===== config.mk =====
export PLATFORM = sky130hd
export DESIGN_NAME = mode_shifter
export DESIGN_NICKNAME = d
export VERILOG_FILES = /design/src/rtl/mode_shifter.sv
export SDC_FILE = /design/constraint.sdc
export NUM_CORES = 1
export LEC_CHECK = 0
export BUFFER_PORTS_ARGS = -buffer_cell sky130_fd_sc_hd__buf_2
export CORE_MARGIN = 8
export CORE_UTILIZATION = 42
export CTS_CLUSTER_DIAMETER = 50
export DETAILED_ROUTE_END_ITERATION = 8
export PLACE_DENSITY = 0.8
export REMOVE_ABC_BUFFERS = 1
export SLEW_MARGIN = 20
export SYNTH_ARGS = -nofsm -noshare
export SYNTH_HDL_FRONTEND = slang
export SYNTH_SLANG_ARGS = --single-unit

===== constraint.sdc =====
create_clock -name clk -period 1.1 [get_ports clk]
set_clock_uncertainty 0.05 [all_clocks]
set_input_delay 0.11 -clock clk [delete_from_list [all_inputs] [get_ports clk]]
set_output_delay 0.11 -clock clk [all_outputs]
set_load 0.01 [all_outputs]

===== src/rtl/mode_shifter.sv =====
module mode_shifter #(
  parameter int W = 8
) (
  input  logic         clk,
  input  logic         rst_n,
  input  logic [2:0]   op,
  input  logic [W-1:0] din,
  input  logic         sin_lo,
  input  logic         sin_hi,
  output logic [W-1:0] q,
  output logic         ovf
);
  localparam logic [2:0] OP_HOLD = 3'd0;
  localparam logic [2:0] OP_SHL  = 3'd1;
  localparam logic [2:0] OP_SHR  = 3'd2;
  localparam logic [2:0] OP_CIL  = 3'd3;
  localparam logic [2:0] OP_CIR  = 3'd4;
  localparam logic [2:0] OP_ASHL = 3'd5;
  localparam logic [2:0] OP_ASHR = 3'd6;
  localparam logic [2:0] OP_LOAD = 3'd7;

  logic         fill_lo, fill_hi;
  logic [W-1:0] up, dn, nxt;

  always_comb begin
    fill_lo = 1'b0;
    fill_hi = 1'b0;
    case (op)
      OP_SHL:  fill_lo = sin_lo;
      OP_CIL:  fill_lo = q[W-1];
      OP_SHR:  fill_hi = sin_hi;
      OP_CIR:  fill_hi = q[0];
      OP_ASHR: fill_hi = q[W-1];
      default: ;
    endcase
  end

  assign up = {q[W-2:0], fill_lo};
  assign dn = {fill_hi, q[W-1:1]};

  always_comb begin
    case (op)
      OP_HOLD:                  nxt = q;
      OP_SHL, OP_CIL, OP_ASHL:  nxt = up;
      OP_SHR, OP_CIR, OP_ASHR:  nxt = dn;
      OP_LOAD:                  nxt = din;
      default:                  nxt = q;
    endcase
  end

  always_ff @(posedge clk or negedge rst_n) begin
    if (!rst_n) begin
      q   <= '0;
      ovf <= 1'b0;
    end else begin
      q   <= nxt;
      ovf <= (op == OP_ASHL) ? (q[W-1] ^ q[W-2]) : 1'b0;
    end
  end
endmodule


==> results.sh, run 1 <==
export IMPL_vias_per_cell=5.49
export IMPL_ant_nets=0
export IMPL_critPathLaunchType="flip-flop"
export IMPL_cp_max_fo=4
export IMPL_grt_pass1_wl_um=3270
export IMPL_status="finished with violations"
export IMPL_rsz0062_at_grt="yes"
export IMPL_hold_ws_ns=0.129
export IMPL_finalCritPeriodShare_pct=100
export IMPL_dp_hpwl_um=1430
export IMPL_ys_ff_latch=9
export IMPL_rows=14
export IMPL_min_delay_path_depth=3
export IMPL_overflow=0
export IMPL_finalHoldViolations=0
export IMPL_p_leak_nw=0.461
export IMPL_path_cells="and2b_1 -> a21oi_2 -> a21oi_2 -> o22a_1"
export IMPL_clk_pin_slew_ns=0.07
export IMPL_p_per_area_mw_per_mm2=1260
export IMPL_finalNetCount=134
export IMPL_port_buffers=23
export IMPL_placed_cells=128
export IMPL_synth_compound_area_share_pct=29.3
export IMPL_place_area_um2=847
export IMPL_tightest_slew_ns=0.373
export IMPL_arrival_ns=1.22
export IMPL_peakVddDrop_v=0.000884
export IMPL_drt_iter0_drc=22
export IMPL_die_h_um=55.3
export IMPL_layout_commonest_cell="buf_2"
export IMPL_cp_required_ns=1.21
export IMPL_crit_path_end_kind="flip-flop"
export IMPL_synth_top_family_by_area="compound AO/OA/AOI/OAI gates"
export IMPL_synth_adder_area_share_pct=0
export IMPL_syn_avg_cell_area_um2=8.00
export IMPL_min_path_type="in2reg"
export IMPL_power_mw=1.22
export IMPL_cts_tree="yes"
export IMPL_yosysUniqueCellTypes=22
export IMPL_critPathSlowestCell="dfrtp_1"
export IMPL_grt_pass1_vias=739
export IMPL_grt_antenna_before_repair=0
export IMPL_ctsRootBufferMaster="clkbuf_4"
export IMPL_area_growth_pct=48.8
export IMPL_relSlewSlack_pct=75.2
export IMPL_die_area_mm2=0.00306
export IMPL_vias=736
export IMPL_coreArea_mm2=0.00147
export IMPL_cts_htree_levels=1
export IMPL_r2r_cells=4
export IMPL_tns_ns=-0.00549
export IMPL_syn_area_um2=648
export IMPL_drt_total_wl_um=2050
export IMPL_final_cells=134
export IMPL_max_stage_delay_ns=0.41
export IMPL_n_antenna_cell=0
export IMPL_ioPinCount=24
export IMPL_pre_cts_ws_ns=-0.0591
export IMPL_max_cap_violations=0
export IMPL_fmax_ghz=0.905
export IMPL_final_layout_size_suffix_gt1_share_pct=45.8
export IMPL_cts_sinks=9
export IMPL_finish_utilization_pct=65.6
export IMPL_syn_inst=81
export IMPL_gp_congestion=0.851
export IMPL_final_cell_mix="21 x buf_2, 16 x a21oi_1, 16 x nor2_1"
export IMPL_worst_setup_path_type="reg2reg"
export IMPL_fin_area_um2=965
export IMPL_setup_viol=1
export IMPL_grt_max_degree=16
export IMPL_cts_buffer_depth=2
export IMPL_drtPass1Iterations=4
export IMPL_violations="negative setup slack"
export IMPL_drt_drc_violations_left=0
export IMPL_grt_util_all_layers_pct=12.7
export IMPL_synthMuxAreaShare_pct=4.63
export IMPL_dieWidth_um=55.3
export IMPL_worstSkewPairLatency_ns=0.27
export IMPL_yosys_area_share_simple_pct=21.8
export IMPL_setup_ws_ns=-0.00549
export IMPL_crit_top_cell="a21oi_2"
export IMPL_min_period_ns=1.11
export IMPL_yosys_warnings=0
export IMPL_slew_viol_final=0
export IMPL_synth_xor_area_share_pct=1.35
export IMPL_synth_seq_area_share_pct=34.7
export IMPL_detail_route_wl_per_cell_um=15.3
export IMPL_cts_made_buffers=3
export IMPL_initial_core_util_pct=44.0
==> path summary, 6_finish.rpt <==
| kind | startpoint | end | slack, ns |
|---|---|---|---|
| worst max-delay path | q[1]$_DFFE_PN0P_ | q[2]$_DFFE_PN0P_ | -0.005 |
| worst max register to register | q[1]$_DFFE_PN0P_ | q[2]$_DFFE_PN0P_ | -0.005 |
| max in group asynchronous | rst_n | q[7]$_DFFE_PN0P_ | 0.64 |
| min in group asynchronous | rst_n | q[3]$_DFFE_PN0P_ | 0.16 |
| worst min register to register | q[2]$_DFFE_PN0P_ | q[2]$_DFFE_PN0P_ | 0.55 |
| worst min-delay path | din[0] | q[0]$_DFFE_PN0P_ | 0.13 |
==> report_power, final <==
part / total (mW) / internal (mW) / switching (mW)
logic: 0.499 / 0.272 / 0.227
registers: 0.444 / 0.384 / 0.0594
clock network: 0.278 / 0.141 / 0.137
==> sequential cells by signal, summed over array words and instances (netlist names) <==
register,flops
q,8
ovf,1
==> critical path, delay by kind of cell (launching register included) <==
family | cells | cell delay (ns)
flip-flops | 1 | 0.41
AO/OA/AOI/OAI | 3 | 0.37
AND/OR/NAND/NOR | 1 | 0.18
==> cells by family (layout without fill, tap and decap cells) <==
family	count (synthesis)	after routing
compound gates	32	32
xor+xnor	1	1
buf+inv	8	45
flops	9	9
mux	3	3
simple gates	28	28
==> synth_stat cells <==
master | number | area [µm²]
a21o_1 | 1 | 7.51
buf_2 | 3 | 15.0
dfrtp_1 | 9 | 225
clkbuf_1 | 1 | 3.75
nand2b_1 | 1 | 6.26
o21ai_0 | 1 | 5.00
and4b_1 | 1 | 10.0
nor3b_1 | 1 | 7.51
nor2_1 | 16 | 60.1
a211oi_1 | 2 | 15.0
a21oi_1 | 22 | 110
or3_1 | 1 | 6.26
nor2b_1 | 3 | 18.8
nand2_1 | 1 | 3.75
and2b_1 | 3 | 22.5
xor2_1 | 1 | 8.76
o22a_1 | 6 | 52.6
mux2i_1 | 3 | 30.0
and2_1 | 1 | 6.26
inv_1 | 1 | 3.75
buf_6 | 2 | 22.5
buf_4 | 1 | 7.51
==> layer usage <==
metal / up-vias / part of all wire (%) / wire length, µm / GRT usage [%]
li1: 358 / - / - / -
met3: 3 / 6.5 / 134 / 3.88
met5: - / 0 / 0 / 0
met1: 345 / 41 / 839 / 14.6
met2: 30 / 51 / 1050 / 21.2
met4: 0 / 1.2 / 25 / 5.28
==> what timing repair did <==
| item | CTS | global route |
|---|---|---|
| setup endpoints to repair | 3 | 11 |
| endpoints found under the hold margin | 9 | 0 |
| resized for setup | 4 | 15 |
| hold buffers | 1 | 0 |
| pin swaps | 1 | 8 |
| buffers inserted | 0 | 1 |
==> cell type report <==
type | instances | area [µm²]
Fill cell | 120 | 507
Multi-Input combinational cell | 64 | 423
Timing Repair Buffer | 40 | 265
Sequential cell | 9 | 226
Clock buffer | 4 | 26.3
Tap cell | 16 | 20.0
Inverter | 1 | 3.75
No activity file was read; power rests on OpenSTA's default activity.
==> run 2: changes to the inputs <==
--- a/config.mk
+++ b/config.mk
@@ -6,11 +6,13 @@
 export NUM_CORES = 1
 export LEC_CHECK = 0
 export BUFFER_PORTS_ARGS = -buffer_cell sky130_fd_sc_hd__buf_2
+export CELL_PAD_IN_SITES_DETAIL_PLACEMENT = 0
+export CELL_PAD_IN_SITES_GLOBAL_PLACEMENT = 1
 export CORE_MARGIN = 8
-export CORE_UTILIZATION = 42
+export CORE_UTILIZATION = 33
 export CTS_CLUSTER_DIAMETER = 50
 export DETAILED_ROUTE_END_ITERATION = 8
-export PLACE_DENSITY = 0.8
+export PLACE_DENSITY = 0.84
 export REMOVE_ABC_BUFFERS = 1
 export SLEW_MARGIN = 20
 export SYNTH_ARGS = -nofsm -noshare
==> constraint.sdc (replaced) <==
create_clock -name clk -period 1.11 [get_ports clk]
set_clock_uncertainty 0.05 [all_clocks]
set_input_delay 0.111 -clock clk [delete_from_list [all_inputs] [get_ports clk]]
set_output_delay 0.111 -clock clk [all_outputs]
set_load 0.01 [all_outputs]
==> run 2 against run 1 <==
Fmax rose by 1.0%. Flip-flop and latch count did not move. Count of clock-buffer cells in the layout did not move. Clock power fell by 2%. Non-clock buffer count rose by 2. Final cell count rose by 9.7%. Setup slack improved by 0.021 ns. The run now ends clean. Global-route usage fell by 1.1 points. Combinational power rose by 4.6%. Critical endpoint is now q[7]$_DFFE_PN0P_. Critical path depth did not move.
==> results.sh, run 2 (synthesis gave the netlist of run 1 again) <==
export IMPL_min_path_type="in2reg"
export IMPL_top_register="q"
export IMPL_cts_htree_levels=1
export IMPL_crit_buf_inv=0
export IMPL_finalCritPeriodShare_pct=98.6
export IMPL_grt_pass1_wl_um=3210
export IMPL_path_cells="nor2b_2 -> a21o_1 -> a211oi_2 -> a21oi_1"
export IMPL_slew_viol_final=0
export IMPL_ctsRootBufferMaster="clkbuf_4"
export IMPL_arrival_ns=1.20
export IMPL_overflow=0
export IMPL_placed_cells=139
export IMPL_critPathSlowestCell="dfrtp_1"
export IMPL_final_layout_size_suffix_gt1_share_pct=43.3
export IMPL_cp_required_ns=1.22
export IMPL_rsz0062_at_grt="yes"
export IMPL_coreArea_mm2=0.00190
export IMPL_grt_antenna_before_repair=0
export IMPL_finalHoldViolations=0
export IMPL_cts_tree="yes"
export IMPL_cp_max_fo=2
export IMPL_top_regs="q: 8 flops, ovf: 1 flops"
export IMPL_drt_iter0_drc=36
export IMPL_crit_path_end_kind="flip-flop"
export IMPL_vias_per_cell=5.09
export IMPL_max_stage_delay_ns=0.37
export IMPL_fmax_ghz=0.914
export IMPL_p_per_area_mw_per_mm2=1240
export IMPL_port_buffers=23
export IMPL_ioPinCount=24
export IMPL_rows=16
export IMPL_dieWidth_um=60.3
export IMPL_pre_cts_ws_ns=-0.0790
export IMPL_layout_commonest_cell="buf_2"
export IMPL_clk_pin_slew_ns=0.07
export IMPL_cts_sinks=9
export IMPL_worstSkewPairLatency_ns=0.27
export IMPL_cts_buffer_depth=2
export IMPL_vias=748
export IMPL_drt_drc_violations_left=0
export IMPL_area_growth_pct=51.4
export IMPL_cts_made_buffers=3
export IMPL_largest_reg_flops=8
export IMPL_p_leak_nw=0.469
export IMPL_die_area_mm2=0.00364
export IMPL_gp_congestion=0.773
export IMPL_max_cap_violations=0
export IMPL_grt_max_degree=17
export IMPL_drt_total_wl_um=2030
export IMPL_grt_util_all_layers_pct=11.6
export IMPL_path_delay_family="compound AO/OA/AOI/OAI gates"
export IMPL_final_cell_mix="20 x buf_2, 18 x a21oi_1, 16 x nor2_1, 16 x buf_4, 9 x dfrtp_1"
export IMPL_drtPass1Iterations=4
export IMPL_initial_core_util_pct=34.1
export IMPL_critPathLaunchType="flip-flop"
export IMPL_min_period_ns=1.09
export IMPL_multi_input_area_um2=405
export IMPL_regArea_um2=225
export IMPL_status="completed"
export IMPL_final_cells=147
export IMPL_tns_ns=0
export IMPL_setup_ws_ns=0.0157
export IMPL_dp_hpwl_um=1390
export IMPL_detail_route_wl_per_cell_um=13.8
export IMPL_die_h_um=60.3
export IMPL_n_antenna_cell=0
export IMPL_ant_nets=0
export IMPL_hold_ws_ns=0.0735
export IMPL_worst_setup_path_type="reg2reg"
export IMPL_relSlewSlack_pct=71.4
export IMPL_tightest_slew_ns=0.428
export IMPL_grt_pass1_vias=719
export IMPL_peakVddDrop_v=0.000667
export IMPL_fillers=198
export IMPL_setup_viol=0
export IMPL_finalNetCount=136
[run 2: cell count changes in the layout (fill, tap and decap cells not counted), sizes merged]
cell / change
buf: +2
[run 2: power breakdown]
part           total, mW  internal (mW)  switching, mW
logic              0.522          0.288          0.235
registers          0.424          0.379         0.0443
clock network      0.272          0.139          0.132
[run 2: worst min-delay path, cell delays in order]
cell and delay, ns:
buf_2 0.07, a21oi_1 0.05, mux2i_1 0.11
[run 2: layout make-up]
type	instances	area share, %
Clock buffer	4	2.68
Inverter	1	0.383
Multi-Input combinational cell	64	41.3
Sequential cell	9	23.0
Tap cell	27	3.44
Timing Repair Buffer	42	29.2
[run 2: routing by layer]
layer	share of wire, %	wire (µm)	GRT usage [%]
met1	42	845	13.7
met2	47	952	18.4
met3	9.2	186	3.44
met4	2.2	45	6.12
met5	0	0	0
[run 2: per-stage QoR]
stage               utilization, %  area [µm²]  total power [mW]
floorplan                        -         599             0.631
global placement              45.3         861             0.852
detailed placement            45.3         861             0.859
CTS                           48.3         918              1.16
global route                  51.6         981              1.30
finish                        51.6         981              1.22
[run 2: timing repair]
| action | 4_1_cts | 5_1_grt |
|---|---|---|
| resized for setup | 3 | 11 |
| endpoints found under the setup margin | 3 | 10 |
| hold endpoints to repair | 9 | 0 |
| buffers inserted | 1 | 2 |
| hold buffers | 1 | 0 |
| pin swaps | 1 | 3 |
[run 2: final timing paths]
path | from | end | slack, ns | cells after the start
min | din[0] | q[0]$_DFFE_PN0P_ | 0.07 | 3
max in group asynchronous | rst_n | q[2]$_DFFE_PN0P_ | 0.64 | 2
max reg2reg | q[0]$_DFFE_PN0P_ | q[7]$_DFFE_PN0P_ | 0.02 | 4
min reg2reg | q[6]$_DFFE_PN0P_ | q[6]$_DFFE_PN0P_ | 0.56 | 1
max | q[0]$_DFFE_PN0P_ | q[7]$_DFFE_PN0P_ | 0.02 | 4
min in group asynchronous | rst_n | q[7]$_DFFE_PN0P_ | 0.17 | 2
==> run 3: changes to the inputs <==
--- a/config.mk
+++ b/config.mk
@@ -13,6 +13,7 @@
 export CTS_CLUSTER_DIAMETER = 50
 export DETAILED_ROUTE_END_ITERATION = 8
 export PLACE_DENSITY = 0.84
+export RECOVER_POWER = 100
 export REMOVE_ABC_BUFFERS = 1
 export SLEW_MARGIN = 20
 export SYNTH_ARGS = -nofsm -noshare
==> run 3 against run 2 <==
Total power decreased by 1.6%. Final area decreased by 1.5%. Register-to-register slack about the same. Die area unchanged. Final cell count unchanged. Sequential share of layout area increased by 0.36 points. Count of clock-buffer cells in the layout unchanged. First-iteration DRC count increased by 17%. Non-clock buffer count unchanged. Fmax increased by 0.43%. Wire length increased by 0.20%. Critical path type unchanged. Largest power group unchanged.
==> results.sh, run 3 (synthesis gave the netlist of run 1 again) <==
export IMPL_r2r_cells=4
export IMPL_seqPwrFrac_pct=35.4
export IMPL_min_delay_path_depth=3
export IMPL_power_mw=1.20
export IMPL_comb_power_share_pct=42.2
export IMPL_drt_total_wl_um=2030
export IMPL_initial_core_util_pct=34.1
export IMPL_tightest_slew_ns=0.546
export IMPL_arrival_ns=1.20
export IMPL_layout_commonest_cell="a21oi_1"
export IMPL_setup_viol=0
export IMPL_ioPinCount=24
export IMPL_cts_made_buffers=3
export IMPL_power_switching_uw=409
export IMPL_crit_path_end_kind="flip-flop"
export IMPL_cts_htree_levels=1
export IMPL_largest_reg_flops=8
export IMPL_grt_pass1_wl_um=3210
export IMPL_area_growth_pct=49.0
export IMPL_cp_required_ns=1.22
export IMPL_p_per_area_mw_per_mm2=1240
export IMPL_rows=16
export IMPL_grt_pass1_vias=719
export IMPL_top_register="q"
export IMPL_r2r_start="q[0]$_DFFE_PN0P_"
export IMPL_slew_viol_final=0
export IMPL_port_buffers=23
export IMPL_final_layout_size_suffix_gt1_share_pct=39.2
export IMPL_p_leak_nw=0.452
export IMPL_crit_start="q[0]$_DFFE_PN0P_"
export IMPL_die_h_um=60.3
export IMPL_overflow=0
export IMPL_drtPass1Iterations=4
export IMPL_rsz0062_at_grt="yes"
export IMPL_grt_max_degree=17
export IMPL_vias=748
export IMPL_grt_antenna_before_repair=0
export IMPL_die_area_mm2=0.00364
export IMPL_hold_ws_ns=0.0785
export IMPL_ant_nets=0
export IMPL_critPathLaunchType="flip-flop"
export IMPL_final_cell_mix="18 x a21oi_1, 16 x nor2_1, 15 x buf_2"
export IMPL_status="completed"
export IMPL_dieWidth_um=60.3
export IMPL_detail_route_wl_per_cell_um=13.8
export IMPL_worst_setup_path_type="reg2reg"
export IMPL_cts_buffer_depth=2
export IMPL_max_cap_violations=0
export IMPL_cp_max_fo=2
export IMPL_n_antenna_cell=0
export IMPL_placed_cells=139
export IMPL_drt_iter0_drc=42
export IMPL_relSlewSlack_pct=63.6
export IMPL_finalCritPeriodShare_pct=98.2
export IMPL_grt_util_all_layers_pct=11.6
export IMPL_gp_congestion=0.773
export IMPL_min_path_type="in2reg"
export IMPL_p_int_uw=789
export IMPL_fin_area_um2=966
export IMPL_finalNetCount=136
export IMPL_p_sw_share_pct=34.1
export IMPL_worstSkewPairLatency_ns=0.27
export IMPL_clk_pin_slew_ns=0.07
export IMPL_coreArea_mm2=0.00190
export IMPL_cts_tree="yes"
export IMPL_place_area_um2=861
export IMPL_drt_drc_violations_left=0
export IMPL_top_regs="q: 8 flops, ovf: 1 flops"
export IMPL_cts_sinks=9
export IMPL_fmax_ghz=0.918
export IMPL_finalHoldViolations=0
export IMPL_ctsRootBufferMaster="clkbuf_4"
export IMPL_dp_hpwl_um=1390
export IMPL_final_cells=147
export IMPL_vias_per_cell=5.09
export IMPL_min_period_ns=1.09
export IMPL_hold_start="din[0]"
export IMPL_peakVddDrop_v=0.000643
export IMPL_clkPwrFrac_pct=22.5
==> run 3: cell types whose count changed in the layout (fill, tap and decap cells not counted) <==
cell	delta
buf_2	-5
buf_4	-2
buf_6	-1
clkbuf_1	+5
clkbuf_2	+2
clkbuf_4	+1
==> run 3: timing repair <==
item	CTS	global route
endpoints found under the setup margin	3	10
hold endpoints to repair	9	0
pin swaps	1	3
resized for setup	3	11
hold buffers	1	0
setup buffers	1	2
==> run 3: worst paths after layout <==
kind / to / slack, ns
min reg2reg: q[6]$_DFFE_PN0P_ / 0.57
max: q[7]$_DFFE_PN0P_ / 0.02
min in group asynchronous: q[7]$_DFFE_PN0P_ / 0.28
max in group asynchronous: q[2]$_DFFE_PN0P_ / 0.37
max reg2reg: q[7]$_DFFE_PN0P_ / 0.02
min: q[0]$_DFFE_PN0P_ / 0.08
==> run 3: stage by stage <==
step	util, %	TNS [ns]	setup WS [ns]
after floorplan	-	-0.0416	-0.0416
after global placement	45.3	-0.334	-0.0597
after detailed placement	45.3	-0.462	-0.0790
after CTS	48.3	0	0.00685
after global routing	50.8	-0.129	-0.0941
final	50.8	0	0.0203
==> run 3: cell type report <==
| class | count | area, µm² |
|---|---|---|
| well taps | 27 | 33.8 |
| fillers | 201 | 936 |
| inverters | 1 | 3.75 |
| multi-input cells | 64 | 405 |
| repair buffers | 42 | 272 |
| clock buffers | 4 | 26.3 |
| flip-flops and latches | 9 | 225 |
==> run 3: power groups by stage <==
| stage | combinational (mW) | clock, mW | sequential [mW] |
|---|---|---|---|
| final | 0.505 | 0.269 | 0.424 |
| after global routing | 0.552 | 0.299 | 0.431 |
| after CTS | 0.461 | 0.279 | 0.420 |
| after detailed placement | 0.433 | 0 | 0.426 |
| after global placement | 0.426 | 0 | 0.426 |
| after floorplan | 0.166 | 0 | 0.465 |
==> run 3: per-layer routing <==
layer | share of wire [%] | GRT usage [%] | wire (µm)
met1 | 43 | 13.7 | 867
met2 | 48 | 18.4 | 972
met3 | 8.7 | 3.44 | 176
met4 | 0.88 | 6.12 | 18
met5 | 0 | 0 | 0
==> run 3: critical path, stage by stage (launching register included) <==
cell	delay, ns
dfrtp_1	0.37
nor2b_2	0.16
a21o_1	0.16
a211oi_2	0.17
a21oi_1	0.06
